**config.mk**
```make
export PLATFORM = sky130hd
export DESIGN_NAME = bterm_gen
export DESIGN_NICKNAME = d
export VERILOG_FILES = /design/src/rtl/bterm_pkg.sv /design/src/rtl/bt_sat_counter.sv /design/src/rtl/bt_fire_logic.sv /design/src/rtl/bt_channel.sv /design/src/rtl/bterm_gen.sv
export SDC_FILE = /design/constraint.sdc
export NUM_CORES = 1
export LEC_CHECK = 0
export CORE_MARGIN = 2
export CORE_UTILIZATION = 51
export DETAILED_ROUTE_END_ITERATION = 16
export PLACE_DENSITY = 0.78
export SLEW_MARGIN = 10
export SYNTH_ARGS = -nofsm -noshare
export SYNTH_HDL_FRONTEND = slang
export SYNTH_SLANG_ARGS = --single-unit
```
**constraint.sdc**
```tcl
create_clock -name clk -period 2.55 [get_ports clk]
set_clock_uncertainty 0.1 [all_clocks]
set_input_delay 0.51 -clock clk [delete_from_list [all_inputs] [get_ports clk]]
set_output_delay 0.51 -clock clk [all_outputs]
set_load 0.01 [all_outputs]
```
**src/rtl/bterm_pkg.sv**
```systemverilog
package bterm_pkg;
   typedef enum logic {
      CB_CLOCK = 1'b0,
      CB_DACK  = 1'b1
   } count_base_e;

   localparam int unsigned CH_RD = 0;
   localparam int unsigned CH_WR = 1;
   localparam int unsigned N_CH  = 2;
endpackage

```
**src/rtl/bt_sat_counter.sv**
```systemverilog
module bt_sat_counter #(
   parameter int unsigned W = 6
) (
   input  logic         clk,
   input  logic         rst_n,
   input  logic         load,
   input  logic [W-1:0] load_val,
   input  logic         inc,
   output logic [W-1:0] q
);
   localparam logic [W-1:0] TOP = {W{1'b1}};

   always_ff @(posedge clk or negedge rst_n) begin
      if (!rst_n) begin
         q <= '0;
      end else if (load) begin
         q <= load_val;
      end else if (inc && (q != TOP)) begin
         q <= q + 1'b1;
      end
   end
endmodule

```
**src/rtl/bt_fire_logic.sv**
```systemverilog
module bt_fire_logic
   import bterm_pkg::*;
#(
   parameter int unsigned CNT_W = 6
) (
   input  logic             act,
   input  logic             done,
   input  count_base_e      base,
   input  logic             prog_en,
   input  logic             fix_en,
   input  logic [CNT_W-1:0] prog_tgt,
   input  logic [CNT_W-1:0] fix_tgt,
   input  logic [CNT_W-1:0] cyc_cnt,
   input  logic [CNT_W-1:0] ack_cnt,
   input  logic             dack,
   input  logic             comp,
   output logic             fire
);
   logic [CNT_W:0] ack_incl;
   logic           prog_hit;
   logic           fix_hit;
   logic           late_hit;

   always_comb begin
      ack_incl = {1'b0, ack_cnt} + {{CNT_W{1'b0}}, 1'b1};
      if (base == CB_DACK) begin
         prog_hit = prog_en && dack && (ack_incl >= {1'b0, prog_tgt});
      end else begin
         prog_hit = prog_en && (cyc_cnt >= prog_tgt);
      end
      fix_hit  = fix_en && dack && (ack_incl >= {1'b0, fix_tgt});
      late_hit = (prog_en || fix_en) && comp;
      fire     = act && !done && (prog_hit || fix_hit || late_hit);
   end
endmodule

```
**src/rtl/bt_channel.sv**
```systemverilog
module bt_channel
   import bterm_pkg::*;
#(
   parameter int unsigned CNT_W     = 6,
   parameter int unsigned BE_W      = 16,
   parameter int unsigned LEN_W     = 4,
   parameter int unsigned SIZE_W    = 4,
   parameter int unsigned BURST_BIT = 3
) (
   input  logic              clk,
   input  logic              rst_n,
   input  logic              start,
   input  logic              cfg_en,
   input  logic              cfg_dack,
   input  logic [CNT_W-1:0]  cfg_count,
   input  logic              cfg_fixed,
   input  logic [BE_W-1:0]   cfg_be,
   input  logic [SIZE_W-1:0] cfg_size,
   input  logic              dack,
   input  logic              comp,
   output logic              bterm
);
   localparam logic [CNT_W-1:0] ONE = {{(CNT_W-1){1'b0}}, 1'b1};

   logic             act_q;
   logic             done_q;
   count_base_e      base_q;
   logic             en_q;
   logic             fix_q;
   logic [CNT_W-1:0] ptgt_q;
   logic [CNT_W-1:0] ftgt_q;
   logic [CNT_W-1:0] cyc_cnt;
   logic [CNT_W-1:0] ack_cnt;

   logic             fix_ok;
   logic [CNT_W-1:0] len_ext;
   logic [CNT_W-1:0] ptgt_d;
   logic [CNT_W-1:0] ftgt_d;
   logic             fire;

   always_comb begin
      fix_ok  = cfg_fixed && (|cfg_be) && cfg_size[BURST_BIT];
      len_ext = {{(CNT_W-LEN_W){1'b0}}, cfg_be[LEN_W-1:0]};
      ptgt_d  = (cfg_count == '0) ? ONE : cfg_count;
      ftgt_d  = (len_ext <= (ONE + ONE)) ? ONE : (len_ext - ONE);
   end

   always_ff @(posedge clk or negedge rst_n) begin
      if (!rst_n) begin
         act_q  <= 1'b0;
         done_q <= 1'b0;
         base_q <= CB_CLOCK;
         en_q   <= 1'b0;
         fix_q  <= 1'b0;
         ptgt_q <= ONE;
         ftgt_q <= ONE;
      end else if (start) begin
         act_q  <= 1'b1;
         done_q <= 1'b0;
         base_q <= cfg_dack ? CB_DACK : CB_CLOCK;
         en_q   <= cfg_en;
         fix_q  <= fix_ok;
         ptgt_q <= ptgt_d;
         ftgt_q <= ftgt_d;
      end else begin
         if (comp) begin
            act_q <= 1'b0;
         end
         if (fire) begin
            done_q <= 1'b1;
         end
      end
   end

   bt_sat_counter #(.W(CNT_W)) u_cyc (
      .clk      (clk),
      .rst_n    (rst_n),
      .load     (start),
      .load_val (ONE),
      .inc      (act_q),
      .q        (cyc_cnt)
   );

   bt_sat_counter #(.W(CNT_W)) u_ack (
      .clk      (clk),
      .rst_n    (rst_n),
      .load     (start),
      .load_val ('0),
      .inc      (act_q && dack),
      .q        (ack_cnt)
   );

   bt_fire_logic #(.CNT_W(CNT_W)) u_fire (
      .act      (act_q),
      .done     (done_q),
      .base     (base_q),
      .prog_en  (en_q),
      .fix_en   (fix_q),
      .prog_tgt (ptgt_q),
      .fix_tgt  (ftgt_q),
      .cyc_cnt  (cyc_cnt),
      .ack_cnt  (ack_cnt),
      .dack     (dack),
      .comp     (comp),
      .fire     (fire)
   );

   assign bterm = fire && !start;
endmodule

```
**src/rtl/bterm_gen.sv**
```systemverilog
module bterm_gen
   import bterm_pkg::*;
#(
   parameter int unsigned CNT_W     = 6,
   parameter int unsigned BE_W      = 16,
   parameter int unsigned LEN_W     = 4,
   parameter int unsigned SIZE_W    = 4,
   parameter int unsigned BURST_BIT = 3
) (
   input  logic              clk,
   input  logic              rst_n,
   input  logic              addr_ack,
   input  logic              addr_rnw,
   input  logic              rd_prim,
   input  logic              wr_prim,
   input  logic [SIZE_W-1:0] size_code,
   input  logic [BE_W-1:0]   byte_en,
   input  logic              term_en,
   input  logic              count_dack,
   input  logic [CNT_W-1:0]  term_count,
   input  logic              fixed_mode,
   input  logic              rd_dack,
   input  logic              wr_dack,
   input  logic              rd_comp,
   input  logic              wr_comp,
   output logic              rd_bterm,
   output logic              wr_bterm
);
   if (LEN_W > BE_W) begin : g_bad_len
      $error("bterm_gen: LEN_W must not exceed BE_W");
   end
   if (CNT_W < LEN_W) begin : g_bad_cnt
      $error("bterm_gen: CNT_W must be at least LEN_W");
   end
   if (BURST_BIT >= SIZE_W) begin : g_bad_size
      $error("bterm_gen: BURST_BIT must index into size_code");
   end
   if (CNT_W < 2) begin : g_bad_w
      $error("bterm_gen: CNT_W must be at least 2");
   end

   logic [N_CH-1:0] start_v;
   logic [N_CH-1:0] dack_v;
   logic [N_CH-1:0] comp_v;
   logic [N_CH-1:0] bterm_v;

   always_comb begin
      start_v[CH_RD] = (addr_ack && addr_rnw) || rd_prim;
      start_v[CH_WR] = (addr_ack && !addr_rnw) || wr_prim;
      dack_v[CH_RD]  = rd_dack;
      dack_v[CH_WR]  = wr_dack;
      comp_v[CH_RD]  = rd_comp;
      comp_v[CH_WR]  = wr_comp;
   end

   for (genvar g = 0; g < N_CH; g++) begin : g_ch
      bt_channel #(
         .CNT_W     (CNT_W),
         .BE_W      (BE_W),
         .LEN_W     (LEN_W),
         .SIZE_W    (SIZE_W),
         .BURST_BIT (BURST_BIT)
      ) u_ch (
         .clk       (clk),
         .rst_n     (rst_n),
         .start     (start_v[g]),
         .cfg_en    (term_en),
         .cfg_dack  (count_dack),
         .cfg_count (term_count),
         .cfg_fixed (fixed_mode),
         .cfg_be    (byte_en),
         .cfg_size  (size_code),
         .dack      (dack_v[g]),
         .comp      (comp_v[g]),
         .bterm     (bterm_v[g])
      );
   end

   assign rd_bterm = bterm_v[CH_RD];
   assign wr_bterm = bterm_v[CH_WR];
endmodule

```
=== Word level (Yosys, flattened, before mapping) ===
Index checks and enable logic that the tools add are counted.

* Bits in registers: 58
* Output and inout port bits: 2

* Mux-type cells: 21
* Reductions and logical operators: 51
* Equal/unequal tests: 4
* Order comparisons: 7
* Add/sub/neg operators: 7

{| class="wikitable"
|+ Operators with widths
! kind !! number
|-
| $mux 6 || 10
|-
| $ge 7x6->1 || 4
|-
| $logic_and 1x1->1 || 28
|-
| $add 6x1->6 const B || 4
|-
| $ne 6x6->1 const B || 4
|-
| $reduce_bool 2->1 || 8
|-
| $reduce_or 16->1 || 1
|-
| $add 6x1->7 const B || 2
|-
| $ge 6x6->1 || 2
|-
| $mux 1 || 11
|-
| $logic_or 1x1->1 || 8
|-
| $logic_not 6->1 || 1
|-
| $logic_not 1->1 || 5
|-
| $sub 4x1->5 const B || 1
|-
| $le 4x2->1 const B || 1
|}

=== Logic depth before layout (Yosys ltp) ===
Gate-level depths: netlist (run 1).

* Depth after elaboration: 9
* Gate-level depth with buffers: 9
* Mapped depth without buffers: 9

=== Hierarchy ===
From an unflattened synthesis (run 1), not the netlist that was laid out.

* Cell total of the unflattened synthesis: 437
* Area total of the unflattened synthesis: 4071.4 um2

{| class="wikitable"
|+ Modules (own cells, without submodules)
! module !! times used !! cells each !! sequential area each (um2) !! area an instance (um2)
|-
| bt_sat_counter || 4 || 41 || 150.1 || 377.9
|-
| bt_channel || 2 || 65 || 402.9 || 738.2
|-
| bt_fire_logic || 2 || 70 || 0.0 || 531.8
|-
| bterm_gen || 1 || 3 || 0.0 || 20.0
|}

=== Worst setup path before layout (run 1) ===
Ideal clock, no wire load.

* Kind: register to output
* From: reg g_ch[1].u_ch.u_ack.q[0]
* To: out wr_bterm
* Cell stages (with the launch flop): 9
* Path buffers: 0
* Data arrival time: 2.071 ns
* Slack: -0.131 ns
* Cell sequence: dfrtp_1 -> nand3_1 -> or2_1 -> xnor2_1 -> ha_1 -> nand3_1 -> o211ai_2 -> nand3_1 -> a2111oi_2

* Cells in the longest elaborated chain, start to end: 8
* Elaborated cells between the ends (all ways): 10
* Those cells by class: add/sub (1); order compare (2); mux (1); reduce/logical (6)

{| class="wikitable"
|+ RTL lines
! what !! RTL line !! source
|-
| start, declared || bt_sat_counter.sv:9 || <nowiki>output logic [W-1:0] q</nowiki>
|-
| start signal, assigned || bt_sat_counter.sv:17 || <nowiki>q <= load_val;</nowiki>
|-
| start signal, assigned || bt_sat_counter.sv:19 || <nowiki>q <= q + 1'b1;</nowiki>
|-
| $add 6x1->7 (*) || bt_fire_logic.sv:25 || <nowiki>ack_incl = {1'b0, ack_cnt} + {{CNT_W{1'b0}}, 1'b1};</nowiki>
|-
| $ge 7x6->1 || bt_fire_logic.sv:27 || <nowiki>prog_hit = prog_en && dack && (ack_incl >= {1'b0, prog_tgt});</nowiki>
|-
| $logic_and 1x1->1 || bt_fire_logic.sv:27 ||
|-
| $mux 1 || bt_fire_logic.sv:26 || <nowiki>if (base == CB_DACK) begin</nowiki>
|-
| $logic_or 1x1->1 (*) (2 in series) || bt_fire_logic.sv:33 || <nowiki>fire = act && !done && (prog_hit || fix_hit || late_hit);</nowiki>
|-
| $logic_and 1x1->1 (*) || bt_fire_logic.sv:33 ||
|-
| $logic_and 1x1->1 (*) || bt_channel.sv:108 || <nowiki>assign bterm = fire && !start;</nowiki>
|-
| end, declared || bterm_gen.sv:27 || <nowiki>output logic wr_bterm</nowiki>
|}

Mark *: on every way between the ends. The rest lies on a longest branch, timed or not.

=== Worst setup path in the final report (run 1) ===
* From: reg g_ch[0].u_ch.u_ack.q[1]
* To: out rd_bterm

* Cells in the longest elaborated chain, start to end: 8
* Elaborated cells between the ends (all ways): 10
* Those cells by class: add/sub (1); order compare (2); mux (1); reduce/logical (6)

{| class="wikitable"
|+ RTL lines
! what !! RTL line !! source
|-
| start, declared || bt_sat_counter.sv:9 ||
|-
| start signal, assigned || bt_sat_counter.sv:17 ||
|-
| start signal, assigned || bt_sat_counter.sv:19 ||
|-
| $add 6x1->7 (*) || bt_fire_logic.sv:25 ||
|-
| $ge 7x6->1 || bt_fire_logic.sv:27 ||
|-
| $logic_and 1x1->1 || bt_fire_logic.sv:27 ||
|-
| $mux 1 || bt_fire_logic.sv:26 ||
|-
| $logic_or 1x1->1 (*) (2 in series) || bt_fire_logic.sv:33 ||
|-
| $logic_and 1x1->1 (*) || bt_fire_logic.sv:33 ||
|-
| $logic_and 1x1->1 (*) || bt_channel.sv:108 ||
|-
| end, declared || bterm_gen.sv:26 || <nowiki>output logic rd_bterm,</nowiki>
|}

Marked as above.

==> run_results.csv, run 1 <==
group,metric,value,unit
floorplanning,placeableCoreArea,0.00672,mm^2
clock_network,cts.sinks,56,
power_and_ir_drop,pwr-share-seq,0.495,
floorplanning,rows,30,
timing,clock.fmax,0.322,GHz
setup_path,critPathArrivalTime,2500,ps
setup_path,crit_path_top_delay_cell,"sky130_fd_sc_hd__dfrtp_1",
timing,finalSetupViolations,2,
timing,whs,218,ps
synthesis,synth.avg_cell_area,9.43,um^2
synthesis,synthCells,373,
timing,layout_setup_ws,-558,ps
timing,timing_worst_slew_pin_value,707,ps
placed_design,dpl.hpwl,6310,um
route,drt_first_pass_iters,4,
power_and_ir_drop,power_density,438,mW/mm^2
power_and_ir_drop,swShare,0.296,
final_layout,final_common_cell,"sky130_fd_sc_hd__buf_4",
placed_design,dpl_cell_area,0.00438,mm^2
global_routing,first_global_vias,3094,
setup_path,cpPeakStageDelay,430,ps
final_layout,drive_gt1_frac,0.224,
clock_network,numCtsBuffers,5,
route,post_drt_via_cell_ratio,5.54,
power_and_ir_drop,p_switching,596,uW
floorplanning,effective_utilization_at_floorplan,0.523,
clock_network,clkTransAtPathRegs,90,ps
floorplanning,fp.dieW,87.0,um
timing,grt_setup_unrepaired,"yes",
synthesis,synthesis.yosys.warnings,0,
route,detailedRoute.firstIterationViolations,153,
clock_network,htreeDepth,2,
global_routing,grt_overflow_total,0,
final_layout,area_growth,30.6,%
status,run_status,"finished, violations left",
route,route.antenna.remaining_nets,0,
clock_network,clock_latency,310,ps
synthesis,post_synth_instance_area,0.00352,mm^2
power_and_ir_drop,leakage,0.00227,uW
placed_design,final_wtd_congestion,0.839,
placed_design,placement.io_buffers,37,
clock_network,cts_hold_buffers,0,
timing,slew_headroom,0.529,
setup_path,worst-setup-path-type,"reg -> out",
floorplanning,die_height,87.0,um
power_and_ir_drop,internal-power,1420,uW
synthesis,number_of_synthesized_register_bits,56,
final_layout,fin_area,0.00459,mm^2
route,drt_wl_total,8520,um
clock_network,clock_tree.buffer_depth,2,
setup_path,timing.critical_path.mode_cell,"sky130_fd_sc_hd__nand3_2",
global_routing,grt_pass1_wl,14300,um
status,violations,"negative setup slack",
synthesis,asyncSetResetFlopFracSynth,1.00,
route,dr_total_vias,3037,
timing,finalWorstPathRequiredPeriod,3110,ps
setup_path,critical_path.max_fanout,4,
timing,finalCritPeriodShare,1.22,
synthesis,post_synthesis_net_count,457,
run,maxCapViolCount,0,
timing,final_max_slew_violation_count,0,
synthesis,synth-edff-count,0,
final_layout,layout_common_cells,"sky130_fd_sc_hd__buf_4 (58), sky130_fd_sc_hd__dfrtp_1 (49), sky130_fd_sc_hd__nand2_1 (44)",
synthesis,synth.lib_cells_used.distinct,35,
route,post_drt_wl_per_cell,15.5,um
timing,finalHoldViolations,0,
clock_network,cell_at_the_root_of_the_clock_tree,"sky130_fd_sc_hd__clkbuf_8",
global_routing,grt_max_degree,57,
power_and_ir_drop,clock_power_share,0.256,
floorplanning,design.die.area,0.00758,mm^2
final_layout,nNetsFinal,551,
power_and_ir_drop,totalPowerFinal,2010,uW
worst_hold_path,hp-class,"in -> async",
setup_path,cp-start-kind,"flip-flop",
power_and_ir_drop,max-vdd-ir-drop,0.206,mV
synthesis,synth.yosys.seq_area_share,0.400,
floorplanning,boundaryPins,41,
global_routing,grt_use_total,0.237,
synthesis,synth_top_flop_cell,"sky130_fd_sc_hd__dfrtp_1",
global_routing,grt_antenna_before_repair,0,
setup_path,cp_cell_sequence,"nand3_2 > or2_4 > xnor2_2 > ha_1 > nand3_1 > o211ai_2 > nand3_2 > a2111oi_4 > buf_2",
clock_network,cts_tree,"built",
power_and_ir_drop,power.share.combinational,0.249,
placed_design,dp_slack,-710,ps
route,post-route-drc-count,0,
setup_path,critPathCaptureType,"primary output",
final_layout,diodes,0,
setup_path,crit_required,1940,ps
==> cell usage after synthesis (7+ instances only) <==
cell type,n,area [um^2]
sky130_fd_sc_hd__a21o_1,10,75.1
sky130_fd_sc_hd__a21oi_1,21,105
sky130_fd_sc_hd__a31oi_1,8,50.1
sky130_fd_sc_hd__clkbuf_1,7,26.3
sky130_fd_sc_hd__dfrtp_1,52,1300
sky130_fd_sc_hd__ha_1,45,563
sky130_fd_sc_hd__inv_1,26,97.6
sky130_fd_sc_hd__nand2_1,44,165
sky130_fd_sc_hd__nand3_1,13,65.1
sky130_fd_sc_hd__nand4_1,8,50.1
sky130_fd_sc_hd__nor2_1,23,86.3
sky130_fd_sc_hd__o21ai_0,31,155
sky130_fd_sc_hd__xnor2_1,8,70.1
sky130_fd_sc_hd__xor2_1,15,131
==> through the flow <==
stage               utilization  TNS (ps)  instances
global placement          0.652     -1260        532
global route              0.684     -1290        548
CTS                       0.677     -1110        546
finish                    0.684     -1110        548
floorplan                     -      -171        373
detailed placement        0.652     -1400        532
==> repair_timing <==
action                     in CTS  in global routing
setup endpoints to repair       2                  3
buffers inserted                6                  2
pin swaps                      12                  4
resized for setup              18                  6
==> power groups by stage <==
stage / logic, uW / registers [uW] / clock network, uW
3_3_place_gp: 452 / 1010 / 0
2_1_floorplan: 252 / 1010 / 0
5_1_grt: 563 / 1010 / 566
4_1_cts: 493 / 997 / 528
3_5_place_dp: 477 / 1010 / 0
6_report: 501 / 998 / 515
==> worst max-delay path: cells and delay by family, from the launching register on <==
kind	cells	cell delay [ps]
flip-flops	1	430
buffers and inverters	1	180
XOR/XNOR	1	150
AO/OA/AOI/OAI	2	550
AND/OR/NAND/NOR	4	590
adder cells (fa/ha/maj)	1	300
==> flip-flops by register name, summed over array words and instances (netlist names) <==
| signal | count |
|---|---|
| g_ch.u_ch.ftgt_q | 10 |
| g_ch.u_ch.u_cyc.q | 12 |
| g_ch.u_ch.ptgt_q | 12 |
| g_ch.u_ch.act_q | 2 |
| g_ch.u_ch.u_ack.q | 12 |
| g_ch.u_ch.fix_q | 2 |
| g_ch.u_ch.done_q | 2 |
| g_ch.u_ch.en_q | 2 |
| g_ch.u_ch.base_q | 2 |
==> cells by family after synthesis <==
group	Yosys count	synth area share
buf+inv	35	0.0374
mux	4	0.0114
flops	56	0.400
compound gates	90	0.168
simple gates	120	0.166
xor+xnor	23	0.0573
fa+ha+maj	45	0.160
==> worst paths after layout <==
path	from	to	slack (ps)	depth (start not counted)
worst min-delay path	rst_n	g_ch[0].u_ch.u_ack.q[2]	220	2
min in group clk	g_ch[1].u_ch.ftgt_q[2]	g_ch[1].u_ch.ftgt_q[2]	400	2
max in group asynchronous	rst_n	g_ch[1].u_ch.u_ack.q[0]	1620	2
worst min register to register	g_ch[1].u_ch.ftgt_q[2]	g_ch[1].u_ch.ftgt_q[2]	400	2
worst max-delay path	g_ch[0].u_ch.u_ack.q[1]	rd_bterm	-560	9
worst max register to register	g_ch[1].u_ch.u_ack.q[0]	g_ch[1].u_ch.done_q	120	11
==> per-layer routing <==
layer,part of all wire,global-route usage,up-vias
met4,0.0081,0.0497,0
met1,0.45,0.318,1450
met2,0.49,0.409,71
met3,0.050,0.0332,6
met5,0,0,-
li1,-,-,1510
==> cell type report <==
cell class | count | area, um^2
sequential | 56 | 1410
clock inverter | 1 | 7.51
clock buffer | 7 | 86.3
timing repair buffer | 95 | 791
tap | 80 | 100
multi-input combinational | 282 | 2100
inverter | 27 | 101
fill | 509 | 2130
(Power assumes the default switching activity.)
==> run 2, diff against run 1 <==
Settings changed: ABC_CLOCK_PERIOD_IN_PS set to 2550, TNS_END_PERCENT set to 1.
==> run_results.csv, run 2 (synthesis gave the netlist of run 1 again) <==
group,metric,value,unit
placed_design,placement.io_buffers,37,
timing,slew_headroom,0.653,
timing,final_max_slew_violation_count,0,
setup_path,cp_cell_sequence,"ha_2 > nand3_2 > xnor2_2 > ha_1 > a21o_1 > a21oi_2 > o211ai_2 > a41oi_2 > a2111oi_4 > buf_2",
final_layout,fin_area,0.00460,mm^2
final_layout,drive_gt1_frac,0.223,
global_routing,top_usage_layer,"met2",
floorplanning,design.die.area,0.00758,mm^2
placed_design,placed_cells_incl_taps,533,
floorplanning,rows,30,
final_layout,final_common_cell,"sky130_fd_sc_hd__buf_4",
clock_network,numCtsBuffers,5,
floorplanning,die_height,87.0,um
power_and_ir_drop,max-vdd-ir-drop,0.215,mV
placed_design,final_wtd_congestion,0.804,
final_layout,multi_input_comb_area,0.00212,mm^2
setup_path,critPathCaptureType,"primary output",
timing,finalSetupViolations,2,
clock_network,clock_latency,320,ps
setup_path,cp_top_family,"compound AO/OA/AOI/OAI gates",
route,route.antenna.remaining_nets,0,
clock_network,htreeDepth,2,
route,post_drt_wl_per_cell,16.2,um
status,run_status,"finished, violations left",
status,violations,"negative setup slack",
setup_path,critical_path.n_buffers_inverters,1,
final_layout,area_growth,30.9,%
worst_hold_path,hp-class,"in -> async",
global_routing,grt_overflow_total,0,
global_routing,first_global_vias,3115,
timing,finalWorstPathRequiredPeriod,3160,ps
timing,whs,53.2,ps
timing,clock.fmax,0.317,GHz
global_routing,grt_use_total,0.239,
timing,finalCritPeriodShare,1.24,
route,post-route-drc-count,0,
route,drt_wl_total,8830,um
final_layout,filler_cell_count,505,
setup_path,worst-setup-path-type,"reg -> out",
placed_design,dp_slack,-681,ps
clock_network,clkTransAtPathRegs,100,ps
clock_network,cts.sinks,56,
floorplanning,fp.dieW,87.0,um
global_routing,met2_capacity_usage_during_global_routing,0.407,
timing,timing_worst_slew_pin_value,520,ps
power_and_ir_drop,power_density,440,mW/mm^2
global_routing,grt_antenna_before_repair,0,
timing,grt_setup_unrepaired,"yes",
power_and_ir_drop,leakage,0.00226,uW
placed_design,dpl_cell_area,0.00439,mm^2
timing,finalHoldViolations,0,
route,dr_total_vias,3119,
clock_network,cts_tree,"built",
route,drt_first_pass_iters,4,
floorplanning,effective_utilization_at_floorplan,0.523,
global_routing,grt_pass1_wl,14300,um
setup_path,cpPeakStageDelay,450,ps
setup_path,cp-start-kind,"flip-flop",
placed_design,dpl.hpwl,6550,um
final_layout,layout_common_cells,"sky130_fd_sc_hd__buf_4 (56), sky130_fd_sc_hd__dfrtp_1 (51), sky130_fd_sc_hd__nand2_1 (44)",
global_routing,use_met3,0.0427,
floorplanning,placeableCoreArea,0.00672,mm^2
route,detailedRoute.firstIterationViolations,196,
final_layout,nNetsFinal,549,
setup_path,crit_required,1940,ps
run,maxCapViolCount,0,
final_layout,seq_area,0.00141,mm^2
clock_network,clock_tree.buffer_depth,2,
clock_network,cell_at_the_root_of_the_clock_tree,"sky130_fd_sc_hd__clkbuf_8",
final_layout,diodes,0,
setup_path,critical_path.max_fanout,4,
global_routing,grt_max_degree,30,
timing,layout_setup_ws,-606,ps
final_layout,layout.cells.non_filler,546,
setup_path,crit_path_top_delay_cell,"sky130_fd_sc_hd__dfrtp_1",
global_routing,met1_usage,0.309,
floorplanning,boundaryPins,41,
setup_path,critPathArrivalTime,2550,ps
route,post_drt_via_cell_ratio,5.71,
final_layout,reg.largest.list,"g_ch.u_ch.ptgt_q x12, g_ch.u_ch.u_ack.q x12, g_ch.u_ch.u_cyc.q x12",
==> run 2: cell types whose count changed in the layout (fill, tap and decap cells not counted), sizes merged <==
cell      delta
buf          -2
clkbuf       -1
clkinvlp     +1
==> run 2: layer usage <==
metal | up-vias | wire (um)
met5 | - | 0
met4 | 0 | 184
met3 | 18 | 441
met2 | 93 | 4390
met1 | 1493 | 3820
li1 | 1515 | -
==> run 2: final timing paths <==
kind | slack, ps | cells past startpoint | to | startpoint
max in group asynchronous | 1580 | 2 | g_ch[0].u_ch.ptgt_q[0] | rst_n
hold / removal | 50 | 1 | g_ch[0].u_ch.u_ack.q[1] | rst_n
setup / recovery | -610 | 10 | wr_bterm | g_ch[1].u_ch.u_ack.q[1]
hold reg to reg | 400 | 2 | g_ch[0].u_ch.ftgt_q[1] | g_ch[0].u_ch.ftgt_q[1]
setup reg to reg | 90 | 10 | g_ch[1].u_ch.done_q | g_ch[1].u_ch.u_ack.q[1]
min in group clk | 400 | 2 | g_ch[0].u_ch.ftgt_q[1] | g_ch[0].u_ch.ftgt_q[1]
==> run 2: layout make-up <==
cell class / count / area share
clock inverter: 2 / 0.00326
clock buffer: 6 / 0.0179
sequential: 56 / 0.306
timing repair buffer: 93 / 0.168
tap: 80 / 0.0217
inverter: 27 / 0.0220
multi-input combinational: 282 / 0.461
==> run 2: worst reg2reg max path, cell delays in order (launching register included) <==
cell and delay [ps]:
sky130_fd_sc_hd__dfrtp_1 450, sky130_fd_sc_hd__ha_2 240, sky130_fd_sc_hd__nand3_2 110, sky130_fd_sc_hd__xnor2_2 170
sky130_fd_sc_hd__ha_1 330, sky130_fd_sc_hd__a21o_1 210, sky130_fd_sc_hd__a21oi_2 150, sky130_fd_sc_hd__o211ai_2 110
sky130_fd_sc_hd__buf_4 140, sky130_fd_sc_hd__a41oi_1 230, sky130_fd_sc_hd__a21oi_1 120
==> run 2: stage by stage <==
stage	power, uW	util	setup TNS [ps]
after CTS	2020	0.678	-1130
after detailed placement	1490	0.653	-1350
after global routing	2130	0.685	-1500
after global placement	1460	0.653	-1250
final	2030	0.685	-1130
after floorplan	1260	-	-175
==> run 2: repair_timing <==
action	CTS	global route
hold buffers	0	0
hold endpoints to repair	0	0
cloned	0	0
resized for setup	16	9
setup endpoints to repair	2	3
pin swaps	11	15
buffers inserted	5	0
==> run 2: where the power goes <==
part / switching [uW] / internal [uW]
logic: 265 / 238
registers: 43.8 / 955
clock network: 306 / 221
